### src/rtl/bseq_pkg.sv
package bseq_pkg;
  typedef enum logic {
    ST_IDLE = 1'b0,
    ST_RUN  = 1'b1
  } seq_state_t;

  localparam int DEF_NUM_CH     = 6;
  localparam int DEF_CH_W       = 3;
  localparam int DEF_LEN_W      = 3;
  localparam int DEF_BASE_FIRST = 4;
  localparam int DEF_BASE_NEXT  = 2;
  localparam int DEF_STRETCH    = 1;
endpackage

### src/rtl/bseq_lat_sel.sv
// Picks first-beat and later-beat reload values for the requested channel.
module bseq_lat_sel #(
  parameter int NUM_CH     = 6,
  parameter int CH_W       = 3,
  parameter int CNT_W      = 3,
  parameter int BASE_FIRST = 4,
  parameter int BASE_NEXT  = 2,
  parameter int STRETCH    = 1
) (
  input  logic [CH_W-1:0]   chan,
  input  logic [NUM_CH-1:0] slow_mode,
  output logic              chan_ok,
  output logic [CNT_W-1:0]  first_ld,
  output logic [CNT_W-1:0]  next_ld
);
  localparam logic [CH_W:0]    CH_LIM    = (CH_W+1)'(NUM_CH);
  localparam logic [CNT_W-1:0] FIRST_NRM = CNT_W'(BASE_FIRST - 1);
  localparam logic [CNT_W-1:0] FIRST_SLW = CNT_W'(BASE_FIRST + STRETCH - 1);
  localparam logic [CNT_W-1:0] NEXT_NRM  = CNT_W'(BASE_NEXT - 1);
  localparam logic [CNT_W-1:0] NEXT_SLW  = CNT_W'(BASE_NEXT + STRETCH - 1);

  logic [NUM_CH-1:0] hit;
  logic              slow;

  for (genvar g = 0; g < NUM_CH; g++) begin : g_hit
    assign hit[g] = (chan == CH_W'(g)) && slow_mode[g];
  end

  assign slow     = |hit;
  assign chan_ok  = {1'b0, chan} < CH_LIM;
  assign first_ld = slow ? FIRST_SLW : FIRST_NRM;
  assign next_ld  = slow ? NEXT_SLW  : NEXT_NRM;
endmodule

### src/rtl/bseq_down_cnt.sv
// Loadable down counter that stops at zero.
module bseq_down_cnt #(
  parameter int CNT_W = 3
) (
  input  logic             clk,
  input  logic             rst_n,
  input  logic             load,
  input  logic [CNT_W-1:0] load_val,
  input  logic             en,
  output logic             zero
);
  logic [CNT_W-1:0] cnt;

  always_ff @(posedge clk or negedge rst_n) begin
    if (!rst_n)                 cnt <= '0;
    else if (load)              cnt <= load_val;
    else if (en && cnt != '0)   cnt <= cnt - 1'b1;
  end

  assign zero = (cnt == '0);
endmodule

### src/rtl/bseq_ctrl.sv
// Burst state machine: accepts requests, counts beats, flags bad channels.
module bseq_ctrl #(
  parameter int LEN_W = 3,
  parameter int CNT_W = 3
) (
  input  logic             clk,
  input  logic             rst_n,
  input  logic             req_valid,
  input  logic [LEN_W-1:0] req_len,
  input  logic             chan_ok,
  input  logic [CNT_W-1:0] first_ld,
  input  logic [CNT_W-1:0] next_ld,
  input  logic             cnt_zero,
  output logic             cnt_load,
  output logic [CNT_W-1:0] cnt_val,
  output logic             cnt_en,
  output logic             req_ready,
  output logic             beat_valid,
  output logic             burst_done,
  output logic             req_err
);
  import bseq_pkg::*;

  seq_state_t       state;
  logic [LEN_W-1:0] beats_left;
  logic [CNT_W-1:0] next_q;
  logic             err_q;
  logic             accept;
  logic             start;
  logic             reload;

  assign req_ready  = (state == ST_IDLE);
  assign accept     = req_valid && req_ready;
  assign start      = accept && chan_ok;
  assign beat_valid = (state == ST_RUN) && cnt_zero;
  assign burst_done = beat_valid && (beats_left == '0);
  assign reload     = beat_valid && (beats_left != '0);
  assign req_err    = err_q;

  assign cnt_load = start || reload;
  assign cnt_val  = start ? first_ld : next_q;
  assign cnt_en   = (state == ST_RUN);

  always_ff @(posedge clk or negedge rst_n) begin
    if (!rst_n) begin
      state      <= ST_IDLE;
      beats_left <= '0;
      next_q     <= '0;
      err_q      <= 1'b0;
    end else begin
      err_q <= accept && !chan_ok;
      case (state)
        ST_IDLE: begin
          if (start) begin
            state      <= ST_RUN;
            beats_left <= req_len;
            next_q     <= next_ld;
          end
        end
        ST_RUN: begin
          if (burst_done)  state      <= ST_IDLE;
          else if (reload) beats_left <= beats_left - 1'b1;
        end
        default: state <= ST_IDLE;
      endcase
    end
  end
endmodule

### src/rtl/bseq_top.sv
// Per-channel burst timing sequencer.
module bseq_top #(
  parameter int NUM_CH     = bseq_pkg::DEF_NUM_CH,
  parameter int CH_W       = bseq_pkg::DEF_CH_W,
  parameter int LEN_W      = bseq_pkg::DEF_LEN_W,
  parameter int BASE_FIRST = bseq_pkg::DEF_BASE_FIRST,
  parameter int BASE_NEXT  = bseq_pkg::DEF_BASE_NEXT,
  parameter int STRETCH    = bseq_pkg::DEF_STRETCH
) (
  input  logic              clk,
  input  logic              rst_n,
  input  logic              req_valid,
  output logic              req_ready,
  input  logic [CH_W-1:0]   req_chan,
  input  logic [LEN_W-1:0]  req_len,
  input  logic [NUM_CH-1:0] slow_mode,
  output logic              beat_valid,
  output logic              burst_done,
  output logic              req_err
);
  localparam int CNT_W = $clog2(BASE_FIRST + STRETCH);

  logic             chan_ok;
  logic [CNT_W-1:0] first_ld;
  logic [CNT_W-1:0] next_ld;
  logic             cnt_load;
  logic [CNT_W-1:0] cnt_val;
  logic             cnt_en;
  logic             cnt_zero;

  bseq_lat_sel #(
    .NUM_CH(NUM_CH), .CH_W(CH_W), .CNT_W(CNT_W),
    .BASE_FIRST(BASE_FIRST), .BASE_NEXT(BASE_NEXT), .STRETCH(STRETCH)
  ) u_lat (
    .chan(req_chan), .slow_mode(slow_mode), .chan_ok(chan_ok),
    .first_ld(first_ld), .next_ld(next_ld)
  );

  bseq_down_cnt #(.CNT_W(CNT_W)) u_cnt (
    .clk(clk), .rst_n(rst_n), .load(cnt_load), .load_val(cnt_val),
    .en(cnt_en), .zero(cnt_zero)
  );

  bseq_ctrl #(.LEN_W(LEN_W), .CNT_W(CNT_W)) u_ctrl (
    .clk(clk), .rst_n(rst_n), .req_valid(req_valid), .req_len(req_len),
    .chan_ok(chan_ok), .first_ld(first_ld), .next_ld(next_ld),
    .cnt_zero(cnt_zero), .cnt_load(cnt_load), .cnt_val(cnt_val),
    .cnt_en(cnt_en), .req_ready(req_ready), .beat_valid(beat_valid),
    .burst_done(burst_done), .req_err(req_err)
  );
endmodule

### config.mk
export PLATFORM = sky130hd
export DESIGN_NAME = bseq_top
export DESIGN_NICKNAME = d
export VERILOG_FILES = /design/src/rtl/bseq_pkg.sv /design/src/rtl/bseq_lat_sel.sv /design/src/rtl/bseq_down_cnt.sv /design/src/rtl/bseq_ctrl.sv /design/src/rtl/bseq_top.sv
export SDC_FILE = /design/constraint.sdc
export NUM_CORES = 1
export LEC_CHECK = 0
export ABC_AREA = 1
export BUFFER_PORTS_ARGS = -buffer_cell sky130_fd_sc_hd__buf_2
export CAP_MARGIN = 20
export CORE_MARGIN = 2
export CORE_UTILIZATION = 48
export CTS_CLUSTER_SIZE = 12
export DETAILED_ROUTE_END_ITERATION = 6
export PLACE_DENSITY = 0.83
export SETUP_SLACK_MARGIN = 0.4
export SLEW_MARGIN = 15
export SYNTH_ARGS = -nofsm -noshare
export SYNTH_HDL_FRONTEND = slang
export SYNTH_SLANG_ARGS = --single-unit
### constraint.sdc
create_clock -name clk -period 1.7 [get_ports clk]
set_input_delay 0.34 -clock clk [delete_from_list [all_inputs] [get_ports clk]]
set_output_delay 0.34 -clock clk [all_outputs]
set_load 0.005 [all_outputs]
* Word-level counts from Yosys, hierarchy flattened *
Cells that the tools add are included.

word-level totals
  output and inout port bits = 4
  input bits = 15
  logic and storage cells = 53
  register bits = 11

cells by class
  bitwise gates (word level) = 1
  muxes and demuxes = 12
  $lt $le $gt $ge = 1
  add/subtract/negate cells = 2
  reductions and logical operators = 24
  eq/ne operators = 8

operators by type and width
  operator               number
  $mux W3                7
  $logic_and A1 B1 Y1    13
  $logic_not A3 Y1       3
  $eq A3 B2 Y1 const B   2
  $eq A3 B3 Y1 const B   2
  $ne A2 B2 Y1 const B   3
  $pmux W3 S2            1
  $reduce_bool A3 Y1     2
  $reduce_or A6 Y1       1
  $sub A3 B1 Y3 const B  2
  $eq A3 B1 Y1 const B   1
  $lt A3 B3 Y1 const B   1
  $reduce_and A3 Y1      1
  $mux W1                2
  $mux W2                1
  $pmux W1 S2            1
  $reduce_and A2 Y1      1
  $reduce_bool A2 Y1     1
  $logic_not A1 Y1       1
  $logic_or A1 B1 Y1     1
  $not A1 Y1             1

* Longest topological paths before layout *
  depth after elaboration = 6
  depth in mapped cells = 9
  depth with buffers taken out = 9

* Modules after synthesis *
Synthesis repeated with hierarchy kept, for this count alone.

second synthesis, totals
  cell total of the unflattened synthesis = 115
  area total of the unflattened synthesis = 804.5 um^2

modules (own cells, without submodules)
  module         cells an instance  area an instance (um^2)  seq. area each (um^2)  times used
  bseq_ctrl      57                 457.9                    200.2                  1
  bseq_down_cnt  27                 192.7                    75.1                   1
  bseq_lat_sel   31                 153.9                    0.0                    1

* Worst setup path after synthesis *
OpenSTA, ideal clock, no wires.

  kind = flip-flop to flip-flop
  start = reg u_cnt.cnt[0]
  end = reg u_ctrl.beats_left[2]
  path slack = 0.423 ns
  clock period less this slack = 1.277 ns
  buffers on the path = 0
  arrival time = 1.155 ns
  library setup time = 0.121 ns
  data required time = 1.579 ns
  cell stages (with the launch flop) = 9
  cells stage by stage = dfrtp_1 inv_1 ha_1 nand3_1 inv_1 nand2_2 nand2_2 nand3_1 a21boi_1

on the way
  longest elaborated chain between the ends = 5
  elaborated cells on any way between the ends = 7
  classes of those cells = eq/ne (2); reduce/logical (5)

ends and longest elaborated chain
  what                                    RTL line                          text
  start: declaration                      bseq_down_cnt.sv:12               logic [CNT_W-1:0] cnt;
  start signal: assignment                bseq_down_cnt.sv:16               else if (load) cnt <= load_val;
  start signal: assignment                bseq_down_cnt.sv:17               else if (en && cnt != '0) cnt <= cnt - 1'b1;
  $logic_not A3 Y1 *                      bseq_down_cnt.sv:20               assign zero = (cnt == '0);
  $logic_and A1 B1 Y1 *                   bseq_ctrl.sv:35                   assign beat_valid = (state == ST_RUN) && cnt_zero;
  via beat_valid                          bseq_top.sv:17                    output logic beat_valid,
  $logic_and A1 B1 Y1 (on tied branches)  bseq_ctrl.sv:37, bseq_ctrl.sv:36
  $ne A2 B2 Y1 (no source line)           n/a
  $reduce_and A3 Y1 (no source line) *    n/a
  end signal: assignment                  bseq_ctrl.sv:56                   beats_left <= req_len;
  end signal: assignment                  bseq_ctrl.sv:62                   else if (reload) beats_left <= beats_left - 1'b1;
  end: declaration                        bseq_ctrl.sv:25                   logic [LEN_W-1:0] beats_left;

The timed path passes the listed nets; every way through them passes the cells marked *.
A chain may end at the register's enable or synchronous reset.

* Worst setup path in the final report *
  start = reg u_ctrl.beats_left[0]
  end = out burst_done

on the way
  longest elaborated chain between the ends = 2

ends and longest elaborated chain
  what                 RTL line         text
  $logic_not A3 Y1     bseq_ctrl.sv:36  assign burst_done = beat_valid && (beats_left == '0);
  $logic_and A1 B1 Y1  bseq_ctrl.sv:36
  end: declaration     bseq_top.sv:18   output logic burst_done,

Every way passes these cells.

==> flow_summary.ini <==
[placed_design]
io_buffers = 18
placed_area_sq_um = 750.7
gp_congestion = 0.6878
placed_cells = 119
dp_hpwl_mm = 1.064

[logic_synthesis]
syn_nets = 105
synth_seq_cells = 10
yosysSeqAreaShare_pct = 38.99
synth-xor-area-share_pct = 2.729
muxShareOfSynthArea_pct = 0
yosysWarnings = 0
yosys.cell_types.count = 18
synth_top_area_share_pct = 38.99
synth-adder-area-share_pct = 7.797
syn_avg_cell_area_sq_um = 7.464
synth_top_family_by_area = simple AND/OR/NAND/NOR gates
syn_area_sq_um = 641.9
synth.largest_area_cell = dfrtp_1
synth_compound_gate_area_share_pct = 11.89
synth_cells = 86
synthSimpleGateAreaFrac_pct = 28.65
yosys-top-cells-area = dfrtp_1, nand2_1, inv_1, ha_1, nand3_1

[finish]
drive_gt1_share_pct = 43.22
syn_to_final_growth_pct = 45.61
final_common_cell = nand2_1
nNetsFinal = 139
instances_no_fill = 133
final_area_sq_um = 934.6
finish.utilization_pct = 73.67
antenna_cells = 0
most-common-layout-cells = nand2_1, buf_2, inv_1

[worst_setup_path]
worstSetupPathType = register to output port
worst_setup_path_start_kind = register
cp_max_fo = 3
cp-end-kind = output port
worstPathArrival_ns = 1.20
critPathRequiredTime_ns = 1.36
startpoint = u_ctrl.beats_left[0]$_DFFE_PN0P_
r2r-start = u_cnt.cnt[1]$_DFFE_PN0P_

[global_routing]
grt_pass1_vias = 523
grt_max_degree = 11
grt_usage_pct = 19.56
grt_first_pass_wirelength_mm = 2.056
antenna_found_initial = 0
grt_overflow = 0

[timing]
maxSlewHeadroom_pct = 84.18
fin_crit_sh_pct = 90.32
tightest_slew_ns = 0.2373
drv_slew = 0
tns_ns = 0
rsz0062_at_grt = yes
fmax_mhz = 651.3
final-hold-violation-count = 0
setup_viol = 0
fin_skew_ns = 0.006853
min_period_ns = 1.535

[die]
start_util_pct = 50.59
core-area_sq_um = 1269
num_io_pins = 19
rows = 13
die_h_microns = 40.57
die_w_microns = 40.57
dieArea_sq_um = 1646

[clock_network]
cts_tree = done
cts_made_buffers = 3
root_buffer = clkbuf_4
cts_buffer_depth = 2
htree_levels = 1
clkSlewWorstSetupHoldPaths_ns = 0.06
clock_sinks = 10
worstSkewPairLatency_ns = 0.27

[flow_run]
drv_cap = 0

[pwr]
p_leak_nw = 0.5106
vdd_ir_drop_max_uv = 605.0
total_power_mw = 1.494
p_per_area_nw_per_um2 = 1599

[routing]
drc = 0
ant_nets = 0
first_iter_violations = 21
post_drt_wl_per_cell_microns = 12.05
vias = 657
wirelength_mm = 1.603
drtPass1Iterations = 4
viasPerCell = 4.940

[outcome]
status = finished, final reports clean

[hold_path]
hp-class = input port to register
holdCritStartpoint = req_valid
==> per-stage QoR <==
stage          hold slack (ns)  worst slack [ns]
6_report                0.3294            0.1646
4_1_cts                 0.3310            0.1287
3_5_place_dp            0.2131            0.3135
2_1_floorplan          0.04441            0.4232
5_1_grt                 0.3373            0.1242
3_3_place_gp            0.2111            0.3992
==> final timing paths <==
kind	end	slack (ns)	cells past startpoint
setup reg to reg	u_cnt.cnt[2]$_DFFE_PN0P_	0.29	10
hold / removal	u_ctrl.req_err$_DFF_PN0_	0.33	3
min in group asynchronous	u_cnt.cnt[0]$_DFFE_PN0P_	0.46	2
hold reg to reg	u_ctrl.next_q[1]$_DFFE_PN0P_	0.54	2
max in group asynchronous	u_ctrl.cnt_en$_DFF_PN0_	1.02	2
setup / recovery	burst_done	0.16	5
==> power by group <==
| group | switching, mW | total, mW | leakage [nW] | internal, mW |
|---|---|---|---|---|
| sequential | 0.0732 | 0.424 | 0.118 | 0.350 |
| clock | 0.0794 | 0.161 | 0.0138 | 0.0817 |
| combinational | 0.494 | 0.909 | 0.379 | 0.416 |
| total | 0.646 | 1.49 | 0.511 | 0.848 |
==> critical path, stage by stage (launching register included) <==
cell and delay [ns]:
dfrtp_1 0.39, inv_2 0.07, ha_2 0.19, nand2_4 0.07
nor2_4 0.10, buf_2 0.11
==> state kept, by name, indices dropped and copies added (netlist names) <==
signal	count
u_ctrl.req_err	1
u_cnt.cnt	3
u_ctrl.next_q	2
u_ctrl.cnt_en	1
u_ctrl.beats_left	3
==> routing by layer <==
layer  vias up  GRT usage, %  share of wire (%)
li1        336             -                  -
met1       295         21.50                 40
met2        21         35.32                 55
met3         5         1.667                2.5
met4         0         12.50                2.6
met5         -             0                  0
==> Yosys cell counts <==
library cell and number:
a21boi_1 1, a21oi_1 2, dfrtp_1 10, ha_1 4, inv_1 15, inv_2 2
nand2_1 21, nand2_2 3, nand3_1 7, nand3_4 1, nor2_1 6, nor3_1 1
o211ai_1 2, o21ai_0 6, o21ai_1 1, o21ai_2 1, or2_0 1, xor2_1 2
==> kinds of logic after synthesis <==
family / count (synthesis)
AND/OR/NAND/NOR: 40
buffers and inverters: 17
AO/OA/AOI/OAI: 13
flip-flops: 10
adder cells (fa/ha/maj): 4
XOR/XNOR: 2
==> final cells by class <==
class                           instances  area [sq um]
Clock buffer                            3         22.52
Fill cell                              82         334.1
Inverter                               17         66.31
Multi-Input combinational cell         59         390.4
Sequential cell                        10         251.5
Tap cell                               15         18.77
Timing Repair Buffer                   29         185.2
==> timing repair <==
item	4_1_cts	5_1_grt
setup buffers	5	5
hold buffers	1	0
pin swaps	3	4
setup endpoints to repair	7	10
cloned	0	0
resized for setup	12	11
hold endpoints to repair	10	0
Note: power is estimated with default switching activity, not from simulation.
